--- src/rtl/hdlc_lc_pkg.sv ---
// Package: shared constants for the HDLC line-condition monitor.
// Assumes: flag positions below are the host-visible flag register layout.
package hdlc_lc_pkg;
    localparam int NUM_FLAGS  = 5;
    localparam int FLG_GA     = 0;
    localparam int FLG_ABORT  = 1;
    localparam int FLG_IDLE   = 2;
    localparam int FLG_RXOVF  = 3;
    localparam int FLG_TXURUN = 4;
    localparam int STAT_W     = 8;

    typedef logic [NUM_FLAGS-1:0] flag_vec_t;
endpackage

--- src/rtl/hdlc_lc_run_detect.sv ---
// Module: counts consecutive ONE bits on the received stream and emits
// single-cycle abort, go-ahead and idle-entry events plus a live idle level.
// Assumes: rx_bit is already unstuffed; ABORT_RUN < IDLE_RUN; the counter
// saturates at IDLE_RUN so long idle periods never wrap.
module hdlc_lc_run_detect #(
    parameter int ABORT_RUN = 7,
    parameter int IDLE_RUN  = 15
) (
    input  logic clk,
    input  logic rst_n,
    input  logic bit_vld,
    input  logic bit_val,
    output logic abort_evt,
    output logic ga_evt,
    output logic idle_evt,
    output logic idle_live
);
    localparam int RUN_W = $clog2(IDLE_RUN + 1);
    localparam logic [RUN_W-1:0] ABORT_M1 = RUN_W'(ABORT_RUN - 1);
    localparam logic [RUN_W-1:0] IDLE_M1  = RUN_W'(IDLE_RUN - 1);
    localparam logic [RUN_W-1:0] IDLE_MAX = RUN_W'(IDLE_RUN);

    logic [RUN_W-1:0] run_q;
    logic             zero_seen_q;
    logic             one_bit;

    assign one_bit = bit_vld && bit_val;

    // Run-of-ONEs counter: restart on ZERO, saturate at the idle length.
    always_ff @(posedge clk) begin
        if (!rst_n) begin
            run_q <= '0;
        end else if (bit_vld) begin
            if (!bit_val) begin
                run_q <= '0;
            end else if (run_q != IDLE_MAX) begin
                run_q <= run_q + 1'b1;
            end
        end
    end

    // Remembers that a ZERO has preceded the current run (go-ahead qualifier).
    always_ff @(posedge clk) begin
        if (!rst_n) begin
            zero_seen_q <= 1'b0;
        end else if (bit_vld && !bit_val) begin
            zero_seen_q <= 1'b1;
        end
    end

    // Event decode on the bit that completes each run length.
    always_comb begin
        abort_evt = one_bit && (run_q == ABORT_M1);
        ga_evt    = abort_evt && zero_seen_q;
        idle_evt  = one_bit && (run_q == IDLE_M1);
        idle_live = (run_q == IDLE_MAX);
    end

    p_idle_drop_r3: assert property (@(posedge clk) disable iff (!rst_n)
        (bit_vld && !bit_val) |=> !idle_live);

    p_idle_rise_r3: assert property (@(posedge clk) disable iff (!rst_n)
        $rose(idle_live) |-> $past(idle_evt));

    p_no_abort_after_zero_r11: assert property (@(posedge clk) disable iff (!rst_n)
        (bit_vld && !bit_val) |=> !abort_evt);
endmodule

--- src/rtl/hdlc_lc_flag_bank.sv ---
// Module: interrupt flag register and its enable (mask) register.
// Assumes: set_vec bits are single-cycle pulses; a set in the same cycle as
// a clearing read wins, so no event is dropped.
module hdlc_lc_flag_bank #(
    parameter int NFLAG = 5
) (
    input  logic             clk,
    input  logic             rst_n,
    input  logic [NFLAG-1:0] set_vec,
    input  logic             clr_rd,
    input  logic             en_wr,
    input  logic [NFLAG-1:0] en_wdata,
    output logic [NFLAG-1:0] flag_q,
    output logic [NFLAG-1:0] en_q
);
    // Enable register: plain host-writable mask.
    always_ff @(posedge clk) begin
        if (!rst_n) begin
            en_q <= '0;
        end else if (en_wr) begin
            en_q <= en_wdata;
        end
    end

    for (genvar i = 0; i < NFLAG; i++) begin : g_flag
        // One sticky flag: set has priority over the read-clear.
        always_ff @(posedge clk) begin
            if (!rst_n) begin
                flag_q[i] <= 1'b0;
            end else if (set_vec[i]) begin
                flag_q[i] <= 1'b1;
            end else if (clr_rd) begin
                flag_q[i] <= 1'b0;
            end
        end

        p_flag_set_r7: assert property (@(posedge clk) disable iff (!rst_n)
            set_vec[i] |=> flag_q[i]);

        p_flag_clear_r6: assert property (@(posedge clk) disable iff (!rst_n)
            (clr_rd && !set_vec[i]) |=> !flag_q[i]);

        p_flag_hold_r6: assert property (@(posedge clk) disable iff (!rst_n)
            (!clr_rd && !set_vec[i]) |=> $stable(flag_q[i]));
    end
endmodule

--- src/rtl/hdlc_lc_status.sv ---
// Module: assembles the read-only status byte and keeps its own sticky
// abort bit, which only a status read clears.
// Assumes: flag positions from hdlc_lc_pkg; irq_act is HIGH when irq_n is LOW.
module hdlc_lc_status
    import hdlc_lc_pkg::*;
(
    input  logic              clk,
    input  logic              rst_n,
    input  logic              abort_evt,
    input  logic              stat_rd,
    input  flag_vec_t         flags,
    input  logic              irq_act,
    input  logic              idle_live,
    output logic [STAT_W-1:0] stat
);
    logic abort_st_q;

    // Sticky abort status: event wins over a same-cycle status read.
    always_ff @(posedge clk) begin
        if (!rst_n) begin
            abort_st_q <= 1'b0;
        end else if (abort_evt) begin
            abort_st_q <= 1'b1;
        end else if (stat_rd) begin
            abort_st_q <= 1'b0;
        end
    end

    // Status byte layout, MSB first.
    always_comb begin
        stat = {flags[FLG_RXOVF], flags[FLG_TXURUN], flags[FLG_GA],
                abort_st_q, irq_act, idle_live, 1'b0, 1'b1};
    end

    p_abort_set_r1: assert property (@(posedge clk) disable iff (!rst_n)
        abort_evt |=> stat[4]);

    p_abort_clear_r2: assert property (@(posedge clk) disable iff (!rst_n)
        (stat_rd && !abort_evt) |=> !stat[4]);

    p_abort_hold_r2: assert property (@(posedge clk) disable iff (!rst_n)
        (!stat_rd && !abort_evt) |=> $stable(abort_st_q));
endmodule

--- src/rtl/hdlc_line_irq.sv ---
// Module: top of the HDLC line-condition and interrupt unit. Joins the run
// detector, flag/enable bank and status byte, and drives the active-low IRQ.
// Assumes: event inputs and read strobes are single-cycle; IRQ is a
// combinational function of registered flags and enables (no glitch source).
module hdlc_line_irq
    import hdlc_lc_pkg::*;
#(
    parameter int ABORT_RUN = 7,
    parameter int IDLE_RUN  = 15
) (
    input  logic                 clk,
    input  logic                 rst_n,
    input  logic                 rx_bit_vld,
    input  logic                 rx_bit,
    input  logic                 rx_ovf_evt,
    input  logic                 tx_urun_evt,
    input  logic                 flag_rd,
    input  logic                 stat_rd,
    input  logic                 en_wr,
    input  logic [NUM_FLAGS-1:0] en_wdata,
    output logic [NUM_FLAGS-1:0] flag_rdata,
    output logic [NUM_FLAGS-1:0] en_rdata,
    output logic [STAT_W-1:0]    stat_rdata,
    output logic                 irq_n
);
    logic      abort_evt;
    logic      ga_evt;
    logic      idle_evt;
    logic      idle_live;
    flag_vec_t set_vec;
    logic      irq_act;

    hdlc_lc_run_detect #(
        .ABORT_RUN (ABORT_RUN),
        .IDLE_RUN  (IDLE_RUN)
    ) u_run (
        .clk       (clk),
        .rst_n     (rst_n),
        .bit_vld   (rx_bit_vld),
        .bit_val   (rx_bit),
        .abort_evt (abort_evt),
        .ga_evt    (ga_evt),
        .idle_evt  (idle_evt),
        .idle_live (idle_live)
    );

    // Gather all event sources into flag positions.
    always_comb begin
        set_vec             = '0;
        set_vec[FLG_GA]     = ga_evt;
        set_vec[FLG_ABORT]  = abort_evt;
        set_vec[FLG_IDLE]   = idle_evt;
        set_vec[FLG_RXOVF]  = rx_ovf_evt;
        set_vec[FLG_TXURUN] = tx_urun_evt;
    end

    hdlc_lc_flag_bank #(
        .NFLAG (NUM_FLAGS)
    ) u_flags (
        .clk      (clk),
        .rst_n    (rst_n),
        .set_vec  (set_vec),
        .clr_rd   (flag_rd),
        .en_wr    (en_wr),
        .en_wdata (en_wdata),
        .flag_q   (flag_rdata),
        .en_q     (en_rdata)
    );

    // Interrupt request: any enabled flag pulls the line low.
    always_comb begin
        irq_act = |(flag_rdata & en_rdata);
        irq_n   = !irq_act;
    end

    hdlc_lc_status u_stat (
        .clk       (clk),
        .rst_n     (rst_n),
        .abort_evt (abort_evt),
        .stat_rd   (stat_rd),
        .flags     (flag_rdata),
        .irq_act   (irq_act),
        .idle_live (idle_live),
        .stat      (stat_rdata)
    );

    p_irq_masked_r8: assert property (@(posedge clk) disable iff (!rst_n)
        (en_rdata == '0) |-> irq_n);

    p_irq_ovf_r8: assert property (@(posedge clk) disable iff (!rst_n)
        (flag_rdata[FLG_RXOVF] && en_rdata[FLG_RXOVF]) |-> !irq_n);

    p_fixed_bits_r9: assert property (@(posedge clk) disable iff (!rst_n)
        stat_rdata[1:0] == 2'b01);
endmodule

--- config.mk ---
export PLATFORM = sky130hd
export DESIGN_NAME = hdlc_line_irq
export DESIGN_NICKNAME = d
export VERILOG_FILES = /design/src/rtl/hdlc_lc_pkg.sv /design/src/rtl/hdlc_lc_run_detect.sv /design/src/rtl/hdlc_lc_flag_bank.sv /design/src/rtl/hdlc_lc_status.sv /design/src/rtl/hdlc_line_irq.sv
export SDC_FILE = /design/constraint.sdc
export NUM_CORES = 1
export LEC_CHECK = 0
export ABC_AREA = 1
export BUFFER_PORTS_ARGS = -buffer_cell sky130_fd_sc_hd__clkbuf_2
export CAP_MARGIN = 15
export CORE_UTILIZATION = 51
export CTS_BUF_LIST = sky130_fd_sc_hd__clkbuf_8
export DETAILED_ROUTE_END_ITERATION = 7
export PLACE_DENSITY = 0.91
export SLEW_MARGIN = 20
export SYNTH_ARGS = -nofsm -noshare
export SYNTH_HDL_FRONTEND = slang
export SYNTH_SLANG_ARGS = --single-unit
--- constraint.sdc ---
create_clock -name clk -period 3.55 [get_ports clk]
set_clock_uncertainty 0.15 [all_clocks]
set_input_delay 0.355 -clock clk [delete_from_list [all_inputs] [get_ports clk]]
set_output_delay 0.355 -clock clk [all_outputs]
set_load 0.01 [all_outputs]
Yosys cells after proc, flatten, opt, wreduce, memory -nomap -nowiden --
Index checks and enable logic that the tools add are counted.
Word-level totals: flip-flop bits (word level) 16, output and inout port bits 19, word-level logic and storage cells 41, input bits 14
Operators by class: muxes and demuxes 10, bitwise logic cells 1, reduce and logical (&&, ||, !) cells 15, add/sub/neg operators 1, equality and inequality tests 5
Operators by type and width (number):
- $reduce_bool A2 Y1 | 6
- $eq A4 B4 Y1 const B | 2
- $mux W1 | 8
- $mux W4 | 2
- $and A5 B5 Y5 | 1
- $logic_and A1 B1 Y1 | 5
- $reduce_or A5 Y1 | 1
- $add A4 B1 Y4 const B | 1
- $eq A4 B3 Y1 const B | 1
- $ne A4 B4 Y1 const B | 1
- $logic_not A1 Y1 | 2
- $ne A2 B1 Y1 const B | 1
- $reduce_and A2 Y1 | 1

Logic depth before layout (Yosys ltp) --
Gate-level depths: netlist of the first run.
depth after elaboration 4, mapped depth 6, depth with buffers taken out 6

Cells and area by module --
From an unflattened synthesis of the first run, not the netlist that was laid out.
Second synthesis, totals: cell total of the unflattened synthesis 115, area total of the unflattened synthesis 814.5 µm²
Modules (own cells, without submodules):
- hdlc_lc_flag_bank | cells each 43, times used 1, area each 336.6 µm², sequential area each 200.2 µm²
- hdlc_lc_run_detect | cells each 43, times used 1, area each 314.1 µm², sequential area each 100.1 µm²
- hdlc_lc_status | cells each 16, times used 1, area each 111.4 µm², sequential area each 20.0 µm²
- hdlc_line_irq | cells each 13, times used 1, area each 52.6 µm², sequential area each 0.0 µm²

Worst setup path after synthesis of the first run --
Ideal clock, no wire load.
path type reg-to-output, start point register u_flags.en_q[4], end point output port stat_rdata[3], arrival time 0.946 ns, data required time 3.045 ns, cell stages (with the launch flop) 5, slack 2.099 ns, path buffers 1, path through dfxtp_1 -> a22o_1 -> nor2_1 -> inv_1 -> buf_4
Between the ends: word-level cells in the longest chain between the ends 2
RTL lines:
- start: declaration | RTL line hdlc_lc_flag_bank.sv:14 | output logic [NFLAG-1:0] en_q
- start signal: assignment | RTL line hdlc_lc_flag_bank.sv:21 | en_q <= en_wdata;
- $and A5 B5 Y5 | RTL line hdlc_line_irq.sv:72 | irq_act = |(flag_rdata & en_rdata);
- $reduce_or A5 Y1 | RTL line hdlc_line_irq.sv:72
- end: declaration | RTL line hdlc_line_irq.sv:23 | output logic [STAT_W-1:0] stat_rdata,
Every way passes these cells.

Final worst setup path of the first run --
start point register u_run.run_q[0], end point output port stat_rdata[2]
Between the ends: word-level cells in the longest chain between the ends 1
RTL lines:
- start: declaration | RTL line hdlc_lc_run_detect.sv:23 | logic [RUN_W-1:0] run_q;
- start signal: assignment | RTL line hdlc_lc_run_detect.sv:37 | run_q <= run_q + 1'b1;
- $eq A4 B4 Y1 | RTL line hdlc_lc_run_detect.sv:56 | idle_live = (run_q == IDLE_MAX);
Every way passes these cells.

==> results of run 1 <==
[logic make-up after synthesis]
group | after synthesis | share of synthesized area
AO/OA/AOI/OAI | 17 | 0.127
XOR/XNOR | 1 | 0.0116
adder cells (fa/ha/maj) | 2 | 0.0331
buffers and inverters | 21 | 0.144
flip-flops | 16 | 0.423
other | 2 | 0.00992
AND/OR/NAND/NOR | 43 | 0.251
[placed cells by master (no fill, tap or decap)]
cell type  count
dfxtp_1       16
ha_1           2
conb_1         2
clkbuf_2      30
a21oi_2        2
nand2_2        1
xor2_1         1
a21oi_1        8
nand4_1        4
nor2_1        15
a22o_1         1
nand3_1        8
clkbuf_8       4
o21ai_0        6
nand3_2        1
nand2_1       14
inv_1         13
[per-stage QoR]
stage               area [um2]  cells
finish                     921    143
global placement           866    139
floorplan                  757    102
CTS                        921    143
global route               921    143
detailed placement         866    139
[cell type report]
type / instances / area [um2] / area share
repair buffers: 30 / 150 / 0.163
clock buffers: 4 / 55.1 / 0.0598
well taps: 15 / 18.8 / 0.0204
inverters: 13 / 48.8 / 0.0530
flip-flops and latches: 16 / 320 / 0.348
multi-input cells: 65 / 328 / 0.356
[power by group]
part / switching, mW / internal [mW]
Combinational: 0.0267 / 0.0186
Sequential: 0.00789 / 0.188
Clock: 0.0581 / 0.0983
[routing by layer]
layer  track usage  wire, um
met1         0.225       673
met2         0.353       809
met3         0.139        89
met4         0.142        44
met5             0         0
[worst paths after layout]
path / startpoint / end / slack, ps / cells past startpoint
setup / recovery: u_run.run_q[0] / stat_rdata[2] / 1820 / 4
hold / removal: rx_ovf_evt / u_flags.flag_q[3] / 170 / 3
setup reg to reg: u_run.run_q[0] / u_run.run_q[0] / 2200 / 5
hold reg to reg: u_run.zero_seen_q / u_run.zero_seen_q / 300 / 2
[sequential cells by signal (all words and copies together) (netlist names)]
name / cells
u_flags.en_q: 5
u_flags.flag_q: 5
u_run.run_q: 4
u_run.zero_seen_q: 1
u_stat.abort_st_q: 1
[worst max-delay path, stage by stage, from the launching register on]
cell	delay (ps)
dfxtp_1	410
ha_1	260
nand3_2	110
inv_1	70
clkbuf_2	120
==> flow_summary.toml, run 1 <==
[placed_design]
dp_slack_ps = 2090
io_buffer_count = 30
gp_congestion = 0.946
post-dp-hpwl_mm = 1.26

[timing]
finalCriticalPeriod_ps = 1730
setup_viol = 0
clock.fmax_ghz = 0.579
fin_crit_sh = 0.486
rsz0062_at_grt = "no"
setup_ws_ps = 1820
timing.hold.ws_ps = 168
hold_viol = 0
setup-tns-final_ps = 0
maxSlewViolCount = 0

[worst_setup_path]
crit_type = "register to primary output"
arrival_ps = 1220
worstSetupStartpointType = "register"
worstPathRequired_ps = 3040
cp-end-kind = "primary output"
path_max_fanout = 5

[route]
drc = 0
num_vias = 720
avgRoutedWirePerCell_um = 11.3
via_per_inst = 5.03
drt-initial-drc-count = 11
drtAntennaViolNets = 0
drtPass1Iterations = 4
wl_mm = 1.62

[synth]
syn_inst = 102
synth_top_cell_by_area = "dfxtp_1"
synth.area.top_cells = "dfxtp_1 (42%), buf_4 (7.9%), nor2_1 (7.4%)"
synth-edff-count = 0
ys.warnings.count = 0
netlist_top_cells_count = "dfxtp_1 (16), nor2_1 (15), nand2_1 (14)"
synth_top_area_frac = 0.423
synth_fp_nets = 118
synth_ff_type = "dfxtp_1"
avgSynthCellArea_um2 = 7.42
seq_area_frac_synth = 0.423
async_flop_share = 0
synth_cell_types = 16
mappedNetlistArea_um2 = 757
ys_seq_elements = 16
synth_most_common_cell = "dfxtp_1"

[global_route]
antenna_found_initial = 0
grt_pass1_vias = 583
grt_overflow = 0
track_usage = 0.227
grt_max_degree = 10
grt_pass1_wl_mm = 2.37

[cells_and_area]
final_nets = 145
area_delta_synth_final_pct = 21.7
drive_above_1_share = 0.297
post-route-util = 0.690
fill_cells = 120
antenna_cells = 0

[cts]
root_buffer = "clkbuf_8"
clockBufferDepth = 2
clk_pin_slew_ps = 60
cts_setup_buffers = 0
clock_sinks = 16
cts_resized = 0
cts_hold_buf = 0
clk_latency_ps = 250
cts_tree = "done"
htreeDepth = 1
numCtsBuffers = 3

[die]
start_util = 0.568
dieHeight_um = 40.5
num_rows = 13
num_io_pins = 33
die-area_mm2 = 0.00164
die_w_um = 40.5
core_area_mm2 = 0.00133

[pwr]
power_per_cell_area_mw_per_mm2 = 432
vdd_ir_drop_max_uv = 268
leakage_nw = 0.480
power_mw = 0.397

[hold_path]
worstHoldPathType = "input port to register"

[outcome]
outcome = "complete, no violations"

[run]
drv_cap = 0
No activity file was read; power rests on OpenSTA's default activity.
==> inputs of run 2 (changes only) <==
Settings changed: CORE_UTILIZATION 51 to 48, PLACE_DENSITY 0.91 to 0.87.
Clock period 3.55 ns to 1.8 ns, I/O delays scaled along.
==> run 2 against run 1 <==
Against the previous run: clock power is 63% higher; cell count unchanged; sequential cell count did not move; non-clock buffer count rose by 1; combinational power grew 98%; sequential power increased by 97%; hold slack got worse by 170 ps; count of clock-buffer cells in the layout fell by 1; via count is 2.6% higher; core utilization decreased by 2.7 points; highest routed layer is now met3.
==> flow_summary.toml, run 2 (synthesized netlist as in run 1, its figures left out) <==
[die]
core_area_mm2 = 0.00138
die_w_um = 41.7
num_io_pins = 33
dieHeight_um = 41.7
num_rows = 13
start_util = 0.548
die-area_mm2 = 0.00174

[worst_setup_path]
path_max_fanout = 5
worstPathCellList = "ha_1, nand3_2, inv_1, clkbuf_2"
worstPathRequired_ps = 1470
arrival_ps = 1220
cp.buffers_inverters = 2
cp_slowest_cell = "dfxtp_1"
crit_family = "flip-flops"
cpPeakStageDelay_ps = 410
worstSetupStartpointType = "register"
cp-end-kind = "primary output"
crit_type = "register to primary output"

[timing]
setup-tns-final_ps = 0
maxSlewViolCount = 0
fin_crit_sh = 0.861
timing.hold.ws_ps = 0.598
clock.fmax_ghz = 0.645
hold_viol = 0
rsz0062_at_grt = "no"
setup_viol = 0
finalCriticalPeriod_ps = 1550

[cells_and_area]
antenna_cells = 0
fill_cells = 128
final_common_cell = "clkbuf_2"
final_nets = 146
reg.largest.list = "u_flags.en_q: 5 flops, u_flags.flag_q: 5 flops, u_run.run_q: 4 flops"
post-route-util = 0.663
drive_above_1_share = 0.289
final_cell_mix = "clkbuf_2 (30), dfxtp_1 (16), nor2_1 (15)"
area_delta_synth_final_pct = 21.2

[route]
avgRoutedWirePerCell_um = 11.1
drtPass1Iterations = 4
drt-initial-drc-count = 17
drtAntennaViolNets = 0
via_per_inst = 5.17
wl_mm = 1.59
num_vias = 739
drc = 0

[global_route]
grt_pass1_wl_mm = 2.61
track_usage = 0.195
antenna_found_initial = 0
grt_max_degree = 10
grt_pass1_vias = 625
grt_overflow = 0

[cts]
numCtsBuffers = 3
cts_resized = 0
clockBufferDepth = 2
cts_setup_buffers = 0
root_buffer = "clkbuf_8"
htreeDepth = 1
clk_latency_ps = 240
clk_pin_slew_ps = 60
cts_tree = "done"
clock_sinks = 16

[pwr]
leakage_nw = 0.477
vdd_ir_drop_max_uv = 627
power_per_cell_area_mw_per_mm2 = 796

[hold_path]
worstHoldPathType = "input port to register"

[placed_design]
post-dp-hpwl_mm = 1.20
io_buffer_count = 30
gp_congestion = 0.862

[outcome]
outcome = "complete, no violations"

[run]
drv_cap = 0
run 2: cell type report:
cell class | count | area (um2) | area share
Timing Repair Buffer | 31 | 160 | 0.175
Clock buffer | 3 | 41.3 | 0.0450
Inverter | 13 | 48.8 | 0.0532
Sequential cell | 16 | 320 | 0.349
Tap cell | 15 | 18.8 | 0.0205
Multi-Input combinational cell | 65 | 328 | 0.357
run 2: final timing paths:
path                startpoint                 to  slack, ps  cells after the start
max             u_run.run_q[0]      stat_rdata[2]        250                      4
min                tx_urun_evt  u_flags.flag_q[4]        0.6                      3
max reg2reg     u_run.run_q[0]     u_run.run_q[1]        460                      5
min reg2reg  u_run.zero_seen_q  u_run.zero_seen_q        300                      2
run 2: routing by layer:
layer / vias up / share of wire / wire length (um) / GRT usage
met3: 0 / 0.062 / 99 / 0.0783
met4: 0 / 0 / 0 / 0.0323
met5: - / 0 / 0 / 0
li1: 373 / - / - / -
met2: 27 / 0.52 / 831 / 0.334
met1: 339 / 0.41 / 658 / 0.230
run 2: tightest hold or removal path, cell delays in order:
cell	delay, ps
clkbuf_2	70
a21oi_1	30
nor2_1	70
run 2: repair_timing:
action                     4_1_cts  5_1_grt
setup endpoints to repair        0        0
hold buffers                     0        1
hold endpoints to repair         0        1
run 2: where the power goes:
| group | switching [mW] | internal (mW) | leakage [nW] |
|---|---|---|---|
| Clock | 0.107 | 0.148 | 0.0216 |
| Sequential | 0.0154 | 0.371 | 0.131 |
| Combinational | 0.0520 | 0.0377 | 0.324 |
run 2: per-stage QoR:
step	cell area [um2]	power (mW)	cells	setup WS, ps
finish	917	0.730	143	251
global placement	866	0.478	139	522
global route	917	0.771	143	175
detailed placement	866	0.481	139	480
CTS	907	0.737	142	248
floorplan	757	0.445	102	524
